===== config.mk =====
export PLATFORM = sky130hd
export DESIGN_NAME = dram_refresh_sched
export DESIGN_NICKNAME = d
export VERILOG_FILES = /design/src/rtl/refresh_pkg.sv /design/src/rtl/refresh_sync.sv /design/src/rtl/refresh_row_ctr.sv /design/src/rtl/refresh_seq.sv /design/src/rtl/dram_refresh_sched.sv
export SDC_FILE = /design/constraint.sdc
export NUM_CORES = 1
export LEC_CHECK = 0
export ABC_AREA = 0
export BUFFER_PORTS_ARGS = -buffer_cell sky130_fd_sc_hd__buf_4
export CAP_MARGIN = 20
export CORE_ASPECT_RATIO = 1.2
export CORE_MARGIN = 4
export CORE_UTILIZATION = 30
export CTS_CLUSTER_SIZE = 10
export DETAILED_ROUTE_END_ITERATION = 10
export PLACE_DENSITY_LB_ADDON = 0.3
export SYNTH_ARGS = -nofsm -noshare
export SYNTH_HDL_FRONTEND = slang
export SYNTH_HIERARCHICAL = 1
export SYNTH_SLANG_ARGS = --single-unit

===== constraint.sdc =====
create_clock -name clk -period 4.7 [get_ports clk]
set_input_delay 0.705 -clock clk [delete_from_list [all_inputs] [get_ports clk]]
set_output_delay 0.705 -clock clk [all_outputs]
set_load 0.02 [all_outputs]

===== src/rtl/refresh_pkg.sv =====
package refresh_pkg;

   typedef enum logic [2:0] {
      RS_IDLE  = 3'd0,
      RS_HADDR = 3'd1,
      RS_HRAS  = 3'd2,
      RS_FADDR = 3'd3,
      RS_FRAS  = 3'd4,
      RS_FPRE  = 3'd5
   } rs_state_t;

endpackage


===== src/rtl/refresh_sync.sv =====
module refresh_sync #(
   parameter int STAGES = 2
) (
   input  logic clk,
   input  logic rst_n,
   input  logic d,
   output logic q
);

   if (STAGES < 2) begin : g_bad_stages
      $error("refresh_sync: STAGES must be at least 2");
   end

   logic [STAGES-1:0] chain;

   for (genvar i = 0; i < STAGES; i++) begin : g_stage
      if (i == 0) begin : g_first
         always_ff @(posedge clk or negedge rst_n) begin
            if (!rst_n) chain[0] <= 1'b0;
            else        chain[0] <= d;
         end
      end else begin : g_next
         always_ff @(posedge clk or negedge rst_n) begin
            if (!rst_n) chain[i] <= 1'b0;
            else        chain[i] <= chain[i-1];
         end
      end
   end

   assign q = chain[STAGES-1];

endmodule


===== src/rtl/refresh_row_ctr.sv =====
module refresh_row_ctr #(
   parameter int ROW_W = 8
) (
   input  logic             clk,
   input  logic             rst_n,
   input  logic             inc,
   output logic [ROW_W-1:0] row
);

   if (ROW_W < 1) begin : g_bad_width
      $error("refresh_row_ctr: ROW_W must be positive");
   end

   always_ff @(posedge clk or negedge rst_n) begin
      if (!rst_n)   row <= '0;
      else if (inc) row <= row + ROW_W'(1);
   end

   // the row only ever moves forward by one, wrapping modulo 2^ROW_W
   assert_row_step_R4: assert property (@(posedge clk) disable iff (!rst_n)
      !$stable(row) |-> (row == $past(row) + ROW_W'(1)));

endmodule


===== src/rtl/refresh_seq.sv =====
module refresh_seq
   import refresh_pkg::*;
#(
   parameter int RAS_CYC = 3,
   parameter int PRE_CYC = 2
) (
   input  logic clk,
   input  logic rst_n,
   input  logic win,
   input  logic win_rise,
   input  logic win_fall,
   input  logic cs_n,
   input  logic row_strobe_n,
   input  logic ack_n,
   output logic addr_sel,
   output logic ras_low,
   output logic row_inc,
   output logic req
);

   localparam int MAXC = (RAS_CYC > PRE_CYC) ? RAS_CYC : PRE_CYC;
   localparam int TW   = (MAXC > 1) ? $clog2(MAXC) : 1;
   localparam logic [TW-1:0] RAS_LAST = TW'(RAS_CYC - 1);
   localparam logic [TW-1:0] PRE_LAST = TW'(PRE_CYC - 1);

   if (RAS_CYC < 1) begin : g_bad_ras
      $error("refresh_seq: RAS_CYC must be at least 1");
   end
   if (PRE_CYC < 2) begin : g_bad_pre
      $error("refresh_seq: PRE_CYC must be at least 2");
   end

   rs_state_t st, st_nxt;
   logic [TW-1:0] tmr;
   logic done_q, req_q;
   logic done_eff, hidden_go, force_go, force_end;

   // a rise in this very cycle already reopens the window
   assign done_eff  = done_q & ~win_rise;
   assign hidden_go = (st == RS_IDLE) && win && !done_eff && !req_q
                      && cs_n && !row_strobe_n;
   assign force_go  = (st == RS_IDLE) && req_q && !ack_n;
   assign force_end = (st == RS_FPRE) && (tmr == PRE_LAST);

   always_comb begin
      st_nxt = st;
      unique case (st)
         RS_IDLE:  if (force_go) st_nxt = RS_FADDR;
                   else if (hidden_go) st_nxt = RS_HADDR;
         RS_HADDR: st_nxt = RS_HRAS;
         RS_HRAS:  if (row_strobe_n) st_nxt = RS_IDLE;
         RS_FADDR: st_nxt = RS_FRAS;
         RS_FRAS:  if (tmr == RAS_LAST) st_nxt = RS_FPRE;
         RS_FPRE:  if (tmr == PRE_LAST) st_nxt = RS_IDLE;
         default:  st_nxt = RS_IDLE;
      endcase
   end

   always_ff @(posedge clk or negedge rst_n) begin
      if (!rst_n) begin
         st  <= RS_IDLE;
         tmr <= '0;
      end else begin
         st <= st_nxt;
         if (st_nxt != st) tmr <= '0;
         else if (st == RS_FRAS || st == RS_FPRE) tmr <= tmr + TW'(1);
      end
   end

   always_ff @(posedge clk or negedge rst_n) begin
      if (!rst_n) begin
         done_q <= 1'b0;
         req_q  <= 1'b0;
      end else begin
         if (hidden_go || force_end) done_q <= 1'b1;
         else if (win_rise)          done_q <= 1'b0;

         if (force_end)                        req_q <= 1'b0;
         else if (win_fall && !done_q)         req_q <= 1'b1;
      end
   end

   assign addr_sel = (st != RS_IDLE);
   assign ras_low  = (st == RS_HRAS) || (st == RS_FRAS);
   assign row_inc  = ((st == RS_HRAS) && row_strobe_n) ||
                     ((st == RS_FRAS) && (tmr == RAS_LAST));
   assign req      = req_q;

   // strobes only fall after a cycle of refresh address
   assert_addr_first_R3: assert property (@(posedge clk) disable iff (!rst_n)
      $rose(ras_low) |-> $past(addr_sel));

   // a hidden pulse holds while the processor strobe is still low
   assert_hidden_hold_R3: assert property (@(posedge clk) disable iff (!rst_n)
      (ras_low && !row_strobe_n && st == RS_HRAS) |=> ras_low);

   // a new request is always caused by a falling period edge
   assert_req_after_fall_R6: assert property (@(posedge clk) disable iff (!rst_n)
      $rose(req) |-> $past(win_fall));

   // the request is withdrawn only with the strobes already released
   assert_req_drop_idle_R7: assert property (@(posedge clk) disable iff (!rst_n)
      $fell(req) |-> (!ras_low && !$past(ras_low)));

endmodule


===== src/rtl/dram_refresh_sched.sv =====
module dram_refresh_sched #(
   parameter int ROW_W       = 8,
   parameter int NUM_RAS     = 4,
   parameter int RAS_CYC     = 3,
   parameter int PRE_CYC     = 2,
   parameter int SYNC_STAGES = 2
) (
   input  logic               clk,
   input  logic               rst_n,
   input  logic               period_clk,
   input  logic               cs_n,
   input  logic               row_strobe_n,
   input  logic               refresh_ack_n,
   output logic [ROW_W-1:0]   refresh_row,
   output logic               addr_from_refresh,
   output logic [NUM_RAS-1:0] ras_n,
   output logic               refresh_req
);

   if (NUM_RAS < 1) begin : g_bad_ras_count
      $error("dram_refresh_sched: NUM_RAS must be positive");
   end

   logic win_s, win_d, win_rise, win_fall;
   logic ras_low, row_inc;

   refresh_sync #(.STAGES(SYNC_STAGES)) u_sync (
      .clk   (clk),
      .rst_n (rst_n),
      .d     (period_clk),
      .q     (win_s)
   );

   always_ff @(posedge clk or negedge rst_n) begin
      if (!rst_n) win_d <= 1'b0;
      else        win_d <= win_s;
   end

   assign win_rise = win_s & ~win_d;
   assign win_fall = ~win_s & win_d;

   refresh_seq #(.RAS_CYC(RAS_CYC), .PRE_CYC(PRE_CYC)) u_seq (
      .clk          (clk),
      .rst_n        (rst_n),
      .win          (win_s),
      .win_rise     (win_rise),
      .win_fall     (win_fall),
      .cs_n         (cs_n),
      .row_strobe_n (row_strobe_n),
      .ack_n        (refresh_ack_n),
      .addr_sel     (addr_from_refresh),
      .ras_low      (ras_low),
      .row_inc      (row_inc),
      .req          (refresh_req)
   );

   refresh_row_ctr #(.ROW_W(ROW_W)) u_ctr (
      .clk   (clk),
      .rst_n (rst_n),
      .inc   (row_inc),
      .row   (refresh_row)
   );

   assign ras_n = {NUM_RAS{~ras_low}};

endmodule


== After elaboration in Yosys (flattened, before gate mapping) ==
Index checks and enable logic that the tools add are counted.
W data, S select, Z words.
Word-level totals
  memory bits (read-only): 0
  RAM bits: 0
  register bits after elaboration: 18
  memories: 0
  latch bits: 0
  output and inout bits: 14
Operators by class
  multiplexer cells: 12
  add/subtract/negate cells: 2
  eq/ne operators: 8
  $mul: 0
  order comparisons: 0
  bitwise logic cells: 7
  div/mod/pow operators: 0
  shift-type cells: 0
  reductions and logical operators: 25
Operators with widths (number)
  $pmux W3 S6: 1
  $mux W3: 5
  $logic_and A1 B1 Y1: 11
  $add A8 B1 Y8 const B: 1
  $eq A3 B2 Y1 const B: 2
  $eq A3 B3 Y1 const B: 2
  $reduce_bool A2 Y1: 3
  $logic_not A1 Y1: 5
  $logic_or A1 B1 Y1: 4
  $mux W1: 4
  $mux W2: 2
  $not A1 Y1: 4
  $and A1 B1 Y1: 3
  $eq A3 B1 Y1 const B: 1
  $logic_not A3 Y1: 1
  $ne A3 B3 Y1: 1
  $reduce_bool A3 Y1: 1
  $add A2 B1 Y2 const B: 1
  $eq A2 B1 Y1 const B: 1
  $eq A2 B2 Y1 const B: 1

== Depth between registers and ports, before layout ==
  depth after elaboration: 14
  gate-level depth with buffers: 8
  mapped depth without buffers: 8

== Hierarchy ==
The synthesis kept the hierarchy.
By module, submodules not included
  refresh_seq: instances 1, seq. area each 175.2 µm², area each 441.7 µm², cells each 49
  refresh_row_ctr: instances 1, seq. area each 200.2 µm², area each 337.8 µm², cells each 26
  dram_refresh_sched: instances 1, seq. area each 25.0 µm², area each 66.3 µm², cells each 7
  refresh_sync: instances 1, seq. area each 50.0 µm², area each 50.0 µm², cells each 2

== Worst setup path before layout ==
Ideal clock, no wire load.
  path kind: flip-flop to output port
  start: reg u_seq.st[2]
  end: out ras_n[1]
  cell stages (with the launch flop): 6
  required time: 3995 ps
  path slack: 2866 ps
  arrival: 1129 ps
  path buffers: 2
  path through: dfrtp_1 clkbuf_2 nand2b_1 a21oi_1 inv_1 buf_4
Between the ends
  cells in the longest elaborated chain, start to end: 3
RTL lines
  start, declared: RTL line refresh_seq.sv:33  | rs_state_t st, st_nxt;
  start signal, assigned: RTL line refresh_seq.sv:64  | st <= st_nxt;
  $eq A3 B2 Y1 / $eq A3 B3 Y1 (equally long branches): RTL line refresh_seq.sv:84  | assign ras_low = (st == RS_HRAS) || (st == RS_FRAS);
  $logic_or A1 B1 Y1 *: RTL line refresh_seq.sv:84
  net ras_low: RTL line dram_refresh_sched.sv:25  | logic ras_low, row_inc;
  $not A1 Y1 *: RTL line dram_refresh_sched.sv:64  | assign ras_n = {NUM_RAS{~ras_low}};
  end, declared: RTL line dram_refresh_sched.sv:16  | output logic [NUM_RAS-1:0] ras_n,
The timed path passes the listed nets; every way through them passes the cells marked *.

== Worst setup path in the final report ==
  start: reg u_seq.st[2]
  end: out ras_n[3]
The elaborated chain is that of the path after synthesis.

==> flow_summary.toml <==
[status]
run_status = "finished, final reports clean"

[timing]
slew-limit-headroom_pct = 66.8
worst_slew_pin_slew_ns = 0.496
rsz0062_at_grt = "no"
fin_crit_ns = 2.14
fin_crit_sh_pct = 45.6
hold-worst-slack_ns = 0.257
setup_tns_ns = 0
setup_viol = 0
finalHoldViolCount = 0
fin_skew_ns = 0.00753
drv_slew = 0
fmax_mhz = 467

[power]
leakage_nw = 0.496
max-vdd-ir-drop_uv = 294
power_mw = 0.687
pwr_density_cell_nw_per_um2 = 632

[layout]
nets = 112
synthToLayoutAreaGrowth_pct = 21.2
drive_gt1_share_pct = 29.4
n_antenna_cell = 0
fillCellCount = 271
final_area_um2 = 1090
multi_input_area_um2 = 384
register_area_um2 = 450

[logic_synthesis]
syn_nets = 93
syn_area_um2 = 896
syn-instance-count = 84
yosys_warnings = 6
yosysSeqAreaShare_pct = 50.3
synth_area_leaders = "dfrtp_1 (50%), ha_1 (4.2%), xnor2_1 (3.9%)"
synthFlopType = "dfrtp_1"
yosys-top-cells-count = "dfrtp_1 (18), inv_1 (8), nor3_1 (6), nor2_1 (5)"
async_reset_ff_share_pct = 100
ys_ff_latch = 18
synth_top_area_share_pct = 50.3
synth_top_cell_by_area = "dfrtp_1"
post-synth-top-count-cell = "dfrtp_1"
postSynthAreaPerCell_um2 = 10.7
synthDistinctLibCells = 32
synth_edf_count = 0

[min_path]
hp-class = "in -> async"

[place]
dpl_cell_area_um2 = 1050
place.gp.congestion = 0.752
dp_hpwl_mm = 1.25
port-buffer-count = 19

[die]
row_count = 21
initial_core_util_pct = 31.6
io_pins = 20
design.core.area_um2 = 2840
dieHeight_um = 67.9
die-area_um2 = 3930
dieWidth_um = 57.9

[clock_tree]
cts_tree = "built"
clock-root-buffer = "clkbuf_4"
post_cts_resized = 0
cts_sinks = 18
clockBufferDepth = 2
post-cts-setup-buffers = 0
cts_buffers = 3
cts_max_level = 1
clk_pin_slew_worst_paths_ns = 0.10
insertion_delay_ns = 0.30
ctsHoldBuffers = 0

[route]
wl_per_cell_um = 12.5
vias = 655
viasPerCell = 4.82
wirelength_mm = 1.70
dr.pass1.iters = 3
drt-initial-drc-count = 15
ant_nets = 0
route.detailed.drc = 0

[critical_path]
required_ns = 3.99
crit_fanout = 9
critPathKind = "reg -> out"
cp-end-kind = "primary output"
worst_setup_path_start_kind = "register"
arrival_ns = 1.44

[global_route]
antenna_found_initial = 0
gr-total-overflow = 0
grt_pass1_wl_mm = 2.84
grt_use_total_pct = 9.72
grt_pass1_vias = 642
grt_start_max_net_pins = 19

[flow_run]
maxCapViolCount = 0
[through the flow]
step                      setup slack (ns)  utilization, %  cells
after global placement                2.85            37.0    132
after CTS                             2.54            38.3    136
after global routing                  2.43            38.3    136
final                                 2.56            38.3    136
after detailed placement              2.76            37.0    132
after floorplan                       2.87               -     84
[layout make-up]
cell class | count | area share (%)
multi-input cells | 53 | 35.4
well taps | 34 | 3.92
inverters | 8 | 2.76
flip-flops and latches | 18 | 41.5
repair buffers | 19 | 13.1
clock buffers | 4 | 3.34
[kinds of logic (layout without fill, tap and decap cells)]
kind of cell    count (synthesis)  in the layout  share of synthesized area [%]
simple gates                   26             26                           17.6
fa+ha+maj                       3              3                           4.19
flops                          18             18                           50.3
buf+inv                        13             31                           6.84
xor+xnor                        8              8                           7.82
compound gates                 15             15                           12.0
mux                             1              1                           1.26
[final timing paths]
| check | slack [ns] | end | depth (start not counted) | startpoint |
|---|---|---|---|---|
| max | 2.56 | ras_n[3] | 4 | u_seq/st[2]$_DFF_PN0_ |
| min | 0.26 | win_d$_DFF_PN0_ | 1 | rst_n |
| max reg2reg | 2.84 | u_ctr/row[5]$_DFFE_PN0P_ | 6 | u_seq/st[2]$_DFF_PN0_ |
| min reg2reg | 0.36 | u_sync/q$_DFF_PN0_ | 0 | u_sync/chain[0]$_DFF_PN0_ |
| max in group asynchronous | 4.24 | u_ctr/row[7]$_DFFE_PN0P_ | 1 | rst_n |
| min in group clk | 0.36 | u_sync/q$_DFF_PN0_ | 0 | u_sync/chain[0]$_DFF_PN0_ |
[placed cells by master (no fill, tap or decap), types with 2 or more instances in the layout]
cell,instances
dfrtp_1,18
ha_1,3
buf_4,19
a21oi_1,3
nand4_1,3
nand2_1,2
a31oi_1,2
nor2_1,5
nand2b_1,2
clkbuf_4,3
xnor2_1,4
nor2b_1,2
inv_1,8
o21ai_0,2
xor2_1,4
nor3_1,6
[per-layer routing]
| layer | up-vias | global-route usage (%) | routed length, um |
|---|---|---|---|
| met2 | 15 | 14.5 | 754 |
| met5 | - | 0 | 0 |
| met3 | 4 | 3.77 | 119 |
| li1 | 323 | - | - |
| met4 | 0 | 5.22 | 27 |
| met1 | 313 | 12.0 | 798 |
[critical path, cell delays in order, from the launching register on]
cell	delay, ns
dfrtp_1	0.49
nand2b_1	0.24
a21oi_1	0.16
inv_1	0.09
buf_4	0.16
[power by group]
group	switching, mW	total [mW]	internal (mW)
clock network	0.0478	0.0951	0.0472
registers	0.0701	0.266	0.196
logic	0.179	0.326	0.146
[registers in the layout, summed over array words and instances (netlist names)]
| register | count |
|---|---|
| win_d | 1 |
| u_seq/st | 3 |
| u_seq/tmr | 2 |
| u_ctr/row | 8 |
| u_sync/chain | 1 |
| u_seq/req | 1 |
| u_sync/q | 1 |
| u_seq/done_q | 1 |
No activity file was read; power rests on OpenSTA's default activity.
